`src/rtl/sdw_pkg.sv`:
```
package sdw_pkg;

    typedef enum logic [2:0] {
        S_IDLE,
        S_POLL_CMD,
        S_POLL_WAIT,
        S_WR_CMD,
        S_WR_WAIT,
        S_DATA,
        S_FINISH,
        S_FAIL
    } sdw_state_e;

    typedef enum logic [1:0] {
        E_NONE     = 2'd0,
        E_POLL_TMO = 2'd1,
        E_CARD_ERR = 2'd2,
        E_RSP_TMO  = 2'd3
    } sdw_err_e;

    typedef enum logic [2:0] {
        RC_NONE,
        RC_TMO,
        RC_ERR,
        RC_BUSY,
        RC_GO
    } sdw_rsp_e;

    localparam int          ARG_W       = 32;
    localparam logic [5:0]  IDX_STATUS  = 6'd13;
    localparam logic [5:0]  IDX_WR_ONE  = 6'd24;
    localparam logic [5:0]  IDX_WR_MANY = 6'd25;
    localparam int          READY_BIT   = 8;
    localparam logic [31:0] ERR_MASK    = 32'hFFF8_0000;
    localparam int          BLK_SHIFT   = 9;
    localparam logic [3:0]  BSIZE_LOG2  = 4'(BLK_SHIFT);

endpackage

```
`src/rtl/sdw_rsp_eval.sv`:
```
module sdw_rsp_eval
    import sdw_pkg::*;
(
    input  logic        rsp_valid_i,
    input  logic        rsp_timeout_i,
    input  logic [31:0] rsp_data_i,
    input  logic        dat0_i,
    output sdw_rsp_e    rc_o
);

    logic err_hit;
    logic rdy_hit;

    assign err_hit = |(rsp_data_i & ERR_MASK);
    assign rdy_hit = rsp_data_i[READY_BIT] & dat0_i;

    // Priority: timeout, no response, card error, ready, busy.
    always_comb begin
        if (rsp_timeout_i) begin
            rc_o = RC_TMO;
        end else if (!rsp_valid_i) begin
            rc_o = RC_NONE;
        end else if (err_hit) begin
            rc_o = RC_ERR;
        end else if (rdy_hit) begin
            rc_o = RC_GO;
        end else begin
            rc_o = RC_BUSY;
        end
    end

endmodule

```
`src/rtl/sdw_poll_ctr.sv`:
```
module sdw_poll_ctr #(
    parameter int POLL_W = 16
) (
    input  logic              clk,
    input  logic              rst_n,
    input  logic              clr_i,
    input  logic              bump_i,
    input  logic [POLL_W-1:0] limit_i,
    output logic              last_o
);

    localparam int EXT_W = POLL_W + 1;

    logic [POLL_W-1:0] cnt_q;
    logic [EXT_W-1:0]  cnt_next_ext;

    assign cnt_next_ext = {1'b0, cnt_q} + EXT_W'(1);
    // The response being judged is the final one allowed; limit 0 acts as 1.
    assign last_o = cnt_next_ext >= {1'b0, limit_i};

    always_ff @(posedge clk) begin
        if (!rst_n) begin
            cnt_q <= '0;
        end else if (clr_i) begin
            cnt_q <= '0;
        end else if (bump_i && !last_o) begin
            cnt_q <= cnt_q + POLL_W'(1);
        end
    end

    // the counter never passes the programmed limit.
    p_cnt_bound_r7: assert property (@(posedge clk) disable iff (!rst_n)
        (cnt_q == '0) || (cnt_q < limit_i));

endmodule

```
`src/rtl/sdw_cmd_build.sv`:
```
module sdw_cmd_build
    import sdw_pkg::*;
#(
    parameter int RCA_W = 16
) (
    input  logic             sel_status_i,
    input  logic             multi_i,
    input  logic [RCA_W-1:0] rca_i,
    input  logic [31:0]      addr_i,
    output logic [5:0]       idx_o,
    output logic [31:0]      arg_o
);

    localparam int PAD_W = ARG_W - RCA_W;

    always_comb begin
        if (sel_status_i) begin
            idx_o = IDX_STATUS;
            arg_o = {rca_i, {PAD_W{1'b0}}};
        end else begin
            idx_o = multi_i ? IDX_WR_MANY : IDX_WR_ONE;
            arg_o = addr_i;
        end
    end

endmodule

```
`src/rtl/sd_wrstart_seq.sv`:
```
module sd_wrstart_seq
    import sdw_pkg::*;
#(
    parameter int NBLK_W = 16,
    parameter int POLL_W = 16,
    parameter int RCA_W  = 16,
    parameter int LEN_W  = NBLK_W + BLK_SHIFT
) (
    input  logic              clk,
    input  logic              rst_n,
    input  logic              start_i,
    input  logic              multi_i,
    input  logic [31:0]       addr_i,
    input  logic [NBLK_W-1:0] nblk_i,
    input  logic [RCA_W-1:0]  rca_i,
    input  logic [POLL_W-1:0] poll_limit_i,
    output logic              cmd_req_o,
    output logic [5:0]        cmd_idx_o,
    output logic [31:0]       cmd_arg_o,
    input  logic              cmd_ack_i,
    input  logic              rsp_valid_i,
    input  logic              rsp_timeout_i,
    input  logic [31:0]       rsp_data_i,
    input  logic              dat0_i,
    output logic              dp_en_o,
    output logic [LEN_W-1:0]  dp_len_o,
    output logic [3:0]        dp_bsize_o,
    input  logic              dp_end_i,
    output logic              done_o,
    output logic              err_o,
    output logic [1:0]        err_code_o
);

    localparam logic [LEN_W-1:0] ONE_BLK_LEN = LEN_W'(1) << BLK_SHIFT;

    sdw_state_e        state_q, state_d;
    sdw_err_e          code_q, code_d;
    sdw_rsp_e          rc;
    logic              accept;
    logic              poll_last;
    logic              poll_bump;
    logic              sel_status;
    logic              multi_q;
    logic [31:0]       addr_q;
    logic [NBLK_W-1:0] nblk_q;
    logic [RCA_W-1:0]  rca_q;
    logic [POLL_W-1:0] limit_q;

    assign accept    = (state_q == S_IDLE) && start_i;
    assign poll_bump = (state_q == S_POLL_WAIT) && (rc == RC_BUSY);

    sdw_rsp_eval i_rsp_eval (
        .rsp_valid_i   (rsp_valid_i),
        .rsp_timeout_i (rsp_timeout_i),
        .rsp_data_i    (rsp_data_i),
        .dat0_i        (dat0_i),
        .rc_o          (rc)
    );

    sdw_poll_ctr #(.POLL_W(POLL_W)) i_poll_ctr (
        .clk     (clk),
        .rst_n   (rst_n),
        .clr_i   (accept),
        .bump_i  (poll_bump),
        .limit_i (limit_q),
        .last_o  (poll_last)
    );

    sdw_cmd_build #(.RCA_W(RCA_W)) i_cmd_build (
        .sel_status_i (sel_status),
        .multi_i      (multi_q),
        .rca_i        (rca_q),
        .addr_i       (addr_q),
        .idx_o        (cmd_idx_o),
        .arg_o        (cmd_arg_o)
    );

    // Request parameters are captured only when a start is taken.
    always_ff @(posedge clk) begin
        if (!rst_n) begin
            multi_q <= 1'b0;
            addr_q  <= '0;
            nblk_q  <= '0;
            rca_q   <= '0;
            limit_q <= '0;
        end else if (accept) begin
            multi_q <= multi_i;
            addr_q  <= addr_i;
            nblk_q  <= nblk_i;
            rca_q   <= rca_i;
            limit_q <= poll_limit_i;
        end
    end

    // State register and held error code.
    always_ff @(posedge clk) begin
        if (!rst_n) begin
            state_q <= S_IDLE;
            code_q  <= E_NONE;
        end else begin
            state_q <= state_d;
            code_q  <= code_d;
        end
    end

    // Transitions.
    always_comb begin
        state_d = state_q;
        code_d  = code_q;
        unique case (state_q)
            S_IDLE: begin
                if (start_i) begin
                    state_d = S_POLL_CMD;
                    code_d  = E_NONE;
                end
            end
            S_POLL_CMD: begin
                if (cmd_ack_i) state_d = S_POLL_WAIT;
            end
            S_POLL_WAIT: begin
                unique case (rc)
                    RC_TMO:  begin state_d = S_FAIL; code_d = E_RSP_TMO;  end
                    RC_ERR:  begin state_d = S_FAIL; code_d = E_CARD_ERR; end
                    RC_GO:   state_d = S_WR_CMD;
                    RC_BUSY: begin
                        if (poll_last) begin
                            state_d = S_FAIL;
                            code_d  = E_POLL_TMO;
                        end else begin
                            state_d = S_POLL_CMD;
                        end
                    end
                    default: state_d = S_POLL_WAIT;
                endcase
            end
            S_WR_CMD: begin
                if (cmd_ack_i) state_d = S_WR_WAIT;
            end
            S_WR_WAIT: begin
                unique case (rc)
                    RC_TMO:  begin state_d = S_FAIL; code_d = E_RSP_TMO;  end
                    RC_ERR:  begin state_d = S_FAIL; code_d = E_CARD_ERR; end
                    RC_GO,
                    RC_BUSY: state_d = S_DATA;
                    default: state_d = S_WR_WAIT;
                endcase
            end
            S_DATA: begin
                if (dp_end_i) state_d = S_FINISH;
            end
            S_FINISH: state_d = S_IDLE;
            S_FAIL:   state_d = S_IDLE;
            default:  state_d = S_IDLE;
        endcase
    end

    // Outputs decoded from the state alone.
    always_comb begin
        cmd_req_o  = (state_q == S_POLL_CMD) || (state_q == S_WR_CMD);
        sel_status = (state_q == S_POLL_CMD) || (state_q == S_POLL_WAIT);
        dp_en_o    = (state_q == S_DATA);
        done_o     = (state_q == S_FINISH);
        err_o      = (state_q == S_FAIL);
        err_code_o = code_q;
        dp_bsize_o = BSIZE_LOG2;
        dp_len_o   = multi_q ? (LEN_W'(nblk_q) << BLK_SHIFT) : ONE_BLK_LEN;
    end

    logic wr_req;
    assign wr_req = cmd_req_o && (cmd_idx_o != IDX_STATUS);

    // a pending request holds its index and argument.
    p_req_hold_r2: assert property (@(posedge clk) disable iff (!rst_n)
        cmd_req_o && !cmd_ack_i |=> cmd_req_o && $stable(cmd_idx_o) && $stable(cmd_arg_o));

    // a write command follows only a ready response with DAT0 high.
    p_wr_after_ready_r3: assert property (@(posedge clk) disable iff (!rst_n)
        $rose(wr_req) |-> $past(rsp_valid_i && !rsp_timeout_i && rsp_data_i[READY_BIT] && dat0_i));

    // data enable only after an error-free, in-time response.
    p_den_after_rsp_r5: assert property (@(posedge clk) disable iff (!rst_n)
        $rose(dp_en_o) |-> $past(rsp_valid_i && !rsp_timeout_i && ((rsp_data_i & ERR_MASK) == 32'h0)));

    // completion comes from data-end while the data path was enabled.
    p_done_after_end_r6: assert property (@(posedge clk) disable iff (!rst_n)
        done_o |-> $past(dp_end_i && dp_en_o));

    // an abort always carries a non-zero code.
    p_err_code_r8: assert property (@(posedge clk) disable iff (!rst_n)
        err_o |-> (err_code_o != E_NONE));

    // handshake outputs are mutually exclusive.
    p_excl_r11: assert property (@(posedge clk) disable iff (!rst_n)
        $onehot0({cmd_req_o, dp_en_o, done_o, err_o}));

endmodule

```
`config.mk`:
```
export PLATFORM = sky130hd
export DESIGN_NAME = sd_wrstart_seq
export DESIGN_NICKNAME = d
export VERILOG_FILES = /design/src/rtl/sdw_pkg.sv /design/src/rtl/sdw_rsp_eval.sv /design/src/rtl/sdw_poll_ctr.sv /design/src/rtl/sdw_cmd_build.sv /design/src/rtl/sd_wrstart_seq.sv
export SDC_FILE = /design/constraint.sdc
export NUM_CORES = 1
export LEC_CHECK = 0
export BUFFER_PORTS_ARGS = -buffer_cell sky130_fd_sc_hd__buf_2
export CAP_MARGIN = 20
export CORE_MARGIN = 5
export CORE_UTILIZATION = 43
export CTS_CLUSTER_DIAMETER = 120
export DETAILED_ROUTE_END_ITERATION = 10
export PLACE_DENSITY = 0.84
export REMOVE_ABC_BUFFERS = 1
export SYNTH_ARGS = -nofsm -noshare
export SYNTH_HDL_FRONTEND = slang
export SYNTH_HIERARCHICAL = 1
export SYNTH_SLANG_ARGS = --single-unit
```
`constraint.sdc`:
```
create_clock -name clk -period 3 [get_ports clk]
set_input_delay 0.3 -clock clk [delete_from_list [all_inputs] [get_ports clk]]
set_output_delay 0.3 -clock clk [all_outputs]
set_load 0.005 [all_outputs]
```
# Word level (Yosys, flattened, before mapping)
# Cells that the tools add are included.
[totals]
regBits = 102
elab_cells = 67
output_inout_bits = 73
[classes]
n_mux = 21
addsub = 2
reduce_logical = 15
order_cmp = 1
n_bitwise = 2
n_eq_ne = 18
[ops]
columns = ["op", "n"]
rows = [
  ["$mux 32", 1],
  ["$mux 3", 9],
  ["$mux 25", 1],
  ["$pmux 3 s7", 1],
  ["$add 16x1->17 const B", 1],
  ["$ge 17x16->1", 1],
  ["$add 16x1->16 const B", 1],
  ["$eq 3x3->1 const B", 5],
  ["$reduce_or 13->1", 1],
  ["$eq 3x2->1 const B", 4],
  ["$pmux 2 s3", 2],
  ["$pmux 3 s3", 1],
  ["$pmux 2 s2", 2],
  ["$reduce_or 2->1", 4],
  ["$eq 3x1->1 const B", 2],
  ["$mux 6", 1],
  ["$ne 2x2->1 const B", 3],
  ["$reduce_and 5->1", 1],
  ["$mux 2", 2],
  ["$ne 4x1->1 const B", 1],
  ["$reduce_and 4->1", 1],
  ["$logic_and 1x1->1", 3],
  ["$logic_not 3->1", 1],
  ["$ne 3x2->1 const B", 1],
  ["other kinds (8)", 9],
]

# Depth between registers and ports, before layout
# Gate-level depths: netlist of run 1.
[depth]
depth_word = 9
ltp_mapped = 14
ltp_nobuf = 14

# Cells and area by module
# Netlist of run 1, hierarchy kept.
[modules_own_cells]
columns = ["mod", "cells_each", "n_inst", "seq_area_each_um2", "area_each_um2"]
rows = [
  ["sd_wrstart_seq", 450, 1, 1721.7, 3713.6],
  ["sdw_poll_ctr", 169, 1, 320.3, 1316.3],
  ["sdw_cmd_build", 44, 1, 0.0, 420.4],
  ["sdw_rsp_eval", 10, 1, 0.0, 78.8],
]

# Worst setup path after synthesis of run 1
# Ideal clock, no wire load.
[synth_path]
kind = "register -> register"
from = "register i_poll_ctr.cnt_q[0]"
to = "register code_q[0] (netlist: err_code_o[0])"
synth_period_minus_slack_ps = 3062
required_ps = 2928
arrival_time_ps = 2991
setup_slack_ps = -62
setup_time_ps = 72
stages_incl_launch_ff = 15
path_cell_list = "dfxtp_1 > ha_1 > nand4_1 > nor4_1 > nand2_1 > xnor2_1 > ha_1 > a21o_1 > a221o_1 > a31oi_2 > nand3_1 > nor4bb_1 > o32ai_1 > o21ai_0 > mux2i_1"
[synth_via]
elab_chain_cells = 4
[synth_lines]
columns = ["item", "line", "source"]
rows = [
  ["from (decl)", "sdw_poll_ctr.sv:14", "logic [POLL_W-1:0] cnt_q;"],
  ["from (signal assigned)", "sdw_poll_ctr.sv:27", "cnt_q <= cnt_q + POLL_W'(1);"],
  ["$add 16x1->17", "sdw_poll_ctr.sv:17", "assign cnt_next_ext = {1'b0, cnt_q} + EXT_W'(1);"],
  ["net i_poll_ctr.cnt_next_ext[14]", "sdw_poll_ctr.sv:15", "logic [EXT_W-1:0] cnt_next_ext;"],
  ["$ge 17x16->1", "sdw_poll_ctr.sv:19", "assign last_o = cnt_next_ext >= {1'b0, limit_i};"],
  ["net poll_last", "sd_wrstart_seq.sv:40", "logic poll_last;"],
  ["$ne 3x2->1 (no line)", "n/a", ""],
  ["$reduce_and 5->1 (no line)", "n/a", ""],
  ["to (signal assigned)", "sd_wrstart_seq.sv:102", "code_q <= code_d;"],
  ["to (decl)", "sd_wrstart_seq.sv:37", "sdw_err_e code_q, code_d;"],
]
# The timed path passes the listed nets, and every way through them passes these cells.
# A chain may end at the register's enable or synchronous reset.

# Worst setup path in the final report of run 1
[layout_path]
from = "register i_poll_ctr.cnt_q[0]"
to = "register i_poll_ctr.cnt_q[2]"
[layout_via]
elab_chain_cells = 4
[layout_lines]
columns = ["item", "line", "source"]
rows = [
  ["$add 16x1->17", "sdw_poll_ctr.sv:17", ""],
  ["net i_poll_ctr.cnt_next_ext[14]", "sdw_poll_ctr.sv:15", ""],
  ["$ge 17x16->1", "sdw_poll_ctr.sv:19", ""],
  ["$logic_not 1->1", "sdw_poll_ctr.sv:26", "end else if (bump_i && !last_o) begin"],
  ["$logic_and 1x1->1", "sdw_poll_ctr.sv:26", ""],
]
# The timed path passes the listed nets, and every way through them passes these cells.

==> results of run 1 <==
==> stage by stage <==
stage | cell area (um2) | setup slack [ns] | util, % | TNS [ns]
floorplan | 5180 | -0.369 | - | -8.32
global placement | 6530 | -0.193 | 51.8 | -2.20
detailed placement | 6530 | -0.289 | 51.8 | -3.95
CTS | 6940 | -0.174 | 55.0 | -2.51
global route | 7090 | -0.495 | 56.2 | -7.23
finish | 7090 | -0.285 | 56.2 | -4.14
==> registers in the layout (all words and copies together) (netlist names) <==
name	cells
addr_q	32
i_poll_ctr/cnt_q	16
limit_q	16
nblk_q	16
rca_q	16
state_q	3
err_code_o	2
multi_q	1
==> metal layers <==
layer / vias to the layer above / part of all wire [%] / wire length [um] / global-route usage, %
li1: 2556 / - / - / -
met3: 12 / 7.9 / 1090 / 5.22
met4: 0 / 0.92 / 127 / 4.29
met2: 147 / 51 / 7000 / 32.2
met5: - / 0 / 0 / 0
met1: 2355 / 41 / 5630 / 20.6
==> logic make-up (layout without fill, tap and decap cells) <==
kind of cell | after synthesis | in the layout | share of synthesized area (%)
AOI/OAI and AO/OA | 139 | 139 | 17.8
xor gates and xnor gates | 18 | 18 | 2.85
adders and majority gates | 17 | 17 | 3.85
buffers and inverters | 81 | 249 | 8.83
DFF | 102 | 102 | 36.9
muxes | 18 | 18 | 4.44
other | 4 | 16 | 0.271
and+or+nand+nor | 294 | 294 | 25.0
==> Yosys cell counts, drive strengths merged, types with 3 or more instances <==
cell	count	share of area, %
mux2	16	4.1
and2	17	1.9
and3	3	0.34
xnor2	15	2.4
inv	22	1.5
nand4	8	1.0
nand2b	4	0.45
a21boi	82	11
nand3	11	1.1
dfxtp	102	37
nor2b	24	2.7
conb	4	0.27
buf	39	5.7
o21ai	17	1.5
nand2	180	12
ha	17	3.8
nor4	4	0.45
or2	4	0.45
or3	14	1.6
a21oi	23	2.1
clkbuf	19	1.3
xor2	3	0.48
nor2	14	0.95
==> power by group through the flow <==
stage | logic [mW] | registers, mW | clock network, mW
after floorplan | 0.282 | 1.49 | 0
after global placement | 0.493 | 1.49 | 0
after detailed placement | 0.501 | 1.50 | 0
after CTS | 0.510 | 1.47 | 1.25
after global routing | 0.572 | 1.47 | 1.30
final | 0.512 | 1.47 | 1.20
==> worst min-delay path, stage by stage <==
cell,delay [ns]
buf_2,0.10
nand2_1,0.04
a21boi_1,0.04
==> final cells by class <==
type | instances | area [um2] | share of cell area [%]
well taps | 172 | 215 | 3.04
clock buffers | 11 | 253 | 3.57
clock inverters | 5 | 56.3 | 0.794
flip-flops and latches | 102 | 2050 | 28.9
inverters | 23 | 98.8 | 1.39
repair buffers | 210 | 1210 | 17.1
multi-input cells | 502 | 3210 | 45.3
==> timing repair <==
item | CTS | global route
pin swaps | 5 | 18
gates resized for setup | 15 | 31
endpoints found under the setup margin | 20 | 20
buffers inserted | 4 | 3
cloned | 2 | 0
hold buffers | 0 | 0
==> worst paths after layout <==
check	slack (ns)	start	cells after the start	to
worst max-delay path	-0.28	i_poll_ctr/cnt_q[0]$_SDFFE_PP0P_	13	i_poll_ctr/cnt_q[2]$_SDFFE_PP0P_
worst min-delay path	0.19	poll_limit_i[7]	3	limit_q[7]$_SDFFE_PN0P_
worst max register to register	-0.28	i_poll_ctr/cnt_q[0]$_SDFFE_PP0P_	13	i_poll_ctr/cnt_q[2]$_SDFFE_PP0P_
worst min register to register	0.45	nblk_q[10]$_SDFFE_PN0P_	2	nblk_q[10]$_SDFFE_PN0P_
==> flow_metrics.py, run 1 <==
metrics = {
    "yosys": {
        "synth_cells": 673,
        "synth.distinct_cells": 59,
        "async_reset_ff_share_pct": 0,
        "yosysWarningCount": 6,
        "synth.avg_cell_area_um2": 8.22,
        "synth_edf_count": 0,
        "synthFlopType": "dfxtp_1",
        "ys_seq_elements": 102,
        "syn_area_um2": 5530,
        "ys_seq_area_share_pct": 36.9,
    },
    "finish": {
        "final_cell_mix": "nand2_1 (180), buf_2 (161), dfxtp_1 (100)",
        "n_fill_cell": 1184,
        "syn_to_final_growth_pct": 28.2,
        "antenna_cells": 0,
        "drive_gt1_share_pct": 33.2,
        "fin_cells": 1025,
        "layout.cells.most_common": "nand2_1",
        "nNetsFinal": 986,
    },
    "timing": {
        "fmax_mhz": 304,
        "slew_viol_final": 0,
        "relSlewSlack_pct": 43.6,
        "fin_skew_ns": 0.00652,
        "rsz0062_at_grt": "yes",
        "fin_hold_ws_ns": 0.186,
        "fin_ws_ns": -0.285,
        "fin_crit_ns": 3.28,
        "setup_viol": 20,
        "tightest_slew_ns": 0.846,
        "fin_crit_sh_pct": 109,
        "hold_viol": 0,
    },
    "worst_hold_path": {
        "hold_path.class": "input pin to flip-flop",
    },
    "route": {
        "first_pass_iters": 4,
        "vias": 5070,
        "vias_per_cell": 4.95,
        "ant_nets": 0,
        "wl_mm": 13.8,
        "drt_iter0_markers": 290,
        "routedWlPerCell_um": 13.5,
        "drc": 0,
    },
    "cts": {
        "clock_latency_ns": 0.34,
        "clk_pin_slew_ns": 0.07,
        "clkSinkCount": 102,
        "root_buffer": "clkbuf_16",
        "cts_buffer_depth": 2,
        "tritoncts": "yes",
        "cts-htree-levels": 3,
        "cts_buffers": 9,
    },
    "worst_setup_path": {
        "worstSetupPathType": "flip-flop to flip-flop",
        "crit_path_top_delay_cell": "a221o_1",
        "cp.arrival_ns": 3.55,
        "crit_family": "simple AND/OR/NAND/NOR gates",
        "required_ns": 3.26,
        "crit_buf_inv": 1,
        "cp_max_fo": 6,
        "start_kind": "flip-flop",
        "slowest_delay_ns": 0.38,
        "crit_path_end_kind": "flip-flop",
        "crit_chain": "ha_4 > nand4_1 > nor4_2 > nand2_1 > xnor2_2 > ha_1 > a21o_1 > a221o_1 > a31oi_4 > nand4_4 > buf_6 > or3_4 > a21oi_2",
    },
    "grt": {
        "grt_pass1_vias": 4789,
        "grt_first_pass_wirelength_mm": 21.9,
        "grt_max_degree": 82,
        "antenna_found_initial": 0,
        "gr-total-overflow": 0,
        "groute.usage.overall_pct": 17.8,
    },
    "power": {
        "p_sw_share_pct": 25.8,
        "p_leak_nw": 3.16,
        "pwr-share-seq_pct": 46.1,
        "p_per_area_nw_per_um2": 449,
        "clockPowerShare_pct": 37.8,
        "ir_drop_mv": 0.354,
        "netSwitchingPower_mw": 0.822,
        "total_power_mw": 3.18,
        "p_int_mw": 2.36,
        "p_comb_share_pct": 16.1,
    },
    "die": {
        "design.core.area_um2": 12600,
        "rows": 41,
        "io_pins": 194,
        "die_area_um2": 15200,
        "die_h_um": 123,
        "die_w_um": 123,
        "start_util_pct": 43.8,
    },
    "placement": {
        "port_buffers": 159,
        "place_inst": 1000,
        "place_congestion": 0.841,
        "dp_hpwl_mm": 9.63,
    },
    "job": {
        "cap_viol_max_count": 0,
    },
    "status": {
        "violations": "setup timing",
        "status": "finished, violations left",
    },
}
No activity file was read; power rests on OpenSTA's default activity.
==> inputs of run 2 (changes only) <==
==> constraint.sdc (replaced) <==
create_clock -name clk -period 3 [get_ports clk]
set_input_delay 0.3 -clock clk [delete_from_list [all_inputs] [get_ports clk]]
set_output_delay 0.3 -clock clk [all_outputs]
set_load 0.01 [all_outputs]
==> flow_metrics.py, run 2 (same netlist as run 1, synthesis figures left out) <==
metrics = {
    "grt": {
        "gr-total-overflow": 0,
        "grt_max_degree": 82,
        "antenna_found_initial": 0,
        "grt_pass1_vias": 4863,
        "grt_first_pass_wirelength_mm": 22.5,
        "groute.usage.overall_pct": 18.5,
    },
    "worst_setup_path": {
        "cp.arrival_ns": 3.56,
        "crit_path_end_kind": "flip-flop",
        "cp_max_fo": 6,
        "required_ns": 3.27,
        "start_kind": "flip-flop",
        "worstSetupPathType": "flip-flop to flip-flop",
    },
    "status": {
        "status": "finished, violations left",
        "violations": "setup timing",
    },
    "power": {
        "ir_drop_mv": 0.368,
        "p_per_area_nw_per_um2": 451,
        "total_power_mw": 3.21,
        "p_leak_nw": 3.19,
    },
    "cts": {
        "cts_buffers": 9,
        "root_buffer": "clkbuf_16",
        "cts_buffer_depth": 2,
        "cts-htree-levels": 3,
        "clock_latency_ns": 0.35,
        "clk_pin_slew_ns": 0.07,
        "clkSinkCount": 102,
        "tritoncts": "yes",
    },
    "timing": {
        "fin_crit_sh_pct": 110,
        "tightest_slew_ns": 0.846,
        "fin_ws_ns": -0.292,
        "slew_viol_final": 0,
        "fin_crit_ns": 3.29,
        "rsz0062_at_grt": "yes",
        "relSlewSlack_pct": 43.6,
        "fin_skew_ns": 0.00489,
        "hold_viol": 0,
        "fmax_mhz": 304,
        "setup_viol": 20,
    },
    "die": {
        "rows": 41,
        "io_pins": 194,
        "start_util_pct": 43.8,
        "die_area_um2": 15200,
        "die_h_um": 123,
        "design.core.area_um2": 12600,
        "die_w_um": 123,
    },
    "route": {
        "wl_mm": 14.0,
        "routedWlPerCell_um": 13.6,
        "drc": 0,
        "vias": 5075,
        "first_pass_iters": 4,
        "ant_nets": 0,
        "vias_per_cell": 4.92,
        "drt_iter0_markers": 229,
    },
    "worst_hold_path": {
        "hold_path.class": "input pin to flip-flop",
    },
    "finish": {
        "top_register": "addr_q",
        "antenna_cells": 0,
        "layout.cells.most_common": "nand2_1",
        "nNetsFinal": 992,
        "drive_gt1_share_pct": 32.7,
        "syn_to_final_growth_pct": 28.7,
        "largest_reg_flops": 32,
        "final_cell_mix": "nand2_1 (180), buf_2 (161), dfxtp_1 (100)",
    },
    "placement": {
        "port_buffers": 159,
        "dp_hpwl_mm": 9.70,
        "place_congestion": 0.839,
        "preCtsSetupSlack_ns": -0.356,
    },
    "job": {
        "cap_viol_max_count": 0,
    },
}
run 2: changes by cell type in the layout (fill, tap and decap cells not counted), sizes merged:
cell,change
buf,+6
run 2: layout make-up:
type                            instances  area, um2
Sequential cell                       102       2050
Inverter                               23       98.8
Clock inverter                          5       56.3
Multi-Input combinational cell        502       3190
Clock buffer                           11        253
Tap cell                              172        215
Timing Repair Buffer                  216       1260
Fill cell                            1181       5500
run 2: final timing paths:
kind | from | to | slack [ns] | cells after the start
max | i_poll_ctr/cnt_q[1]$_SDFFE_PP0P_ | i_poll_ctr/cnt_q[3]$_SDFFE_PP0P_ | -0.29 | 15
min | nblk_i[15] | nblk_q[15]$_SDFFE_PN0P_ | 0.18 | 3
max reg2reg | i_poll_ctr/cnt_q[1]$_SDFFE_PP0P_ | i_poll_ctr/cnt_q[3]$_SDFFE_PP0P_ | -0.29 | 15
min reg2reg | nblk_q[6]$_SDFFE_PN0P_ | nblk_q[6]$_SDFFE_PN0P_ | 0.45 | 2
run 2: through the flow:
stage / utilization [%] / cells / area [um2] / hold slack, ns / TNS [ns]
after floorplan: - / 627 / 5180 / 0.425 / -9.25
after global placement: 51.8 / 1001 / 6540 / 0.436 / -2.15
after detailed placement: 51.8 / 1001 / 6540 / 0.440 / -3.53
after CTS: 55.5 / 1025 / 7000 / 0.168 / -4.16
after global routing: 56.4 / 1031 / 7120 / 0.160 / -8.25
final: 56.4 / 1031 / 7120 / 0.182 / -4.26
run 2: worst max-delay path, stage by stage, from the launching register on:
cell     delay [ns]
dfxtp_4        0.37
buf_6          0.09
and3_4         0.18
nand3_4        0.09
nor2_4         0.13
nand4_1        0.17
xnor2_1        0.18
ha_1           0.34
and3_4         0.16
a221o_1        0.31
a31oi_2        0.20
buf_4          0.16
nand4_4        0.15
buf_6          0.21
or3_4          0.33
a21oi_2        0.14
run 2: power by group:
part	leakage [nW]	switching, mW	internal (mW)
Clock	0.152	0.515	0.693
Sequential	0.837	0.0376	1.43
Combinational	2.20	0.294	0.242
Total	3.19	0.847	2.36
run 2: repair_timing:
| action | in CTS | in global routing |
|---|---|---|
| buffers inserted | 6 | 6 |
| pin swaps | 29 | 21 |
| hold buffers | 0 | 0 |
| endpoints found under the setup margin | 20 | 20 |
| resized for setup | 23 | 15 |
| cloned | 2 | 0 |
run 2: layer usage:
layer | GRT usage, % | part of all wire (%)
met1 | 21.5 | 41
met2 | 32.7 | 50
met3 | 6.04 | 7.7
met4 | 4.71 | 1.2
met5 | 0 | 0
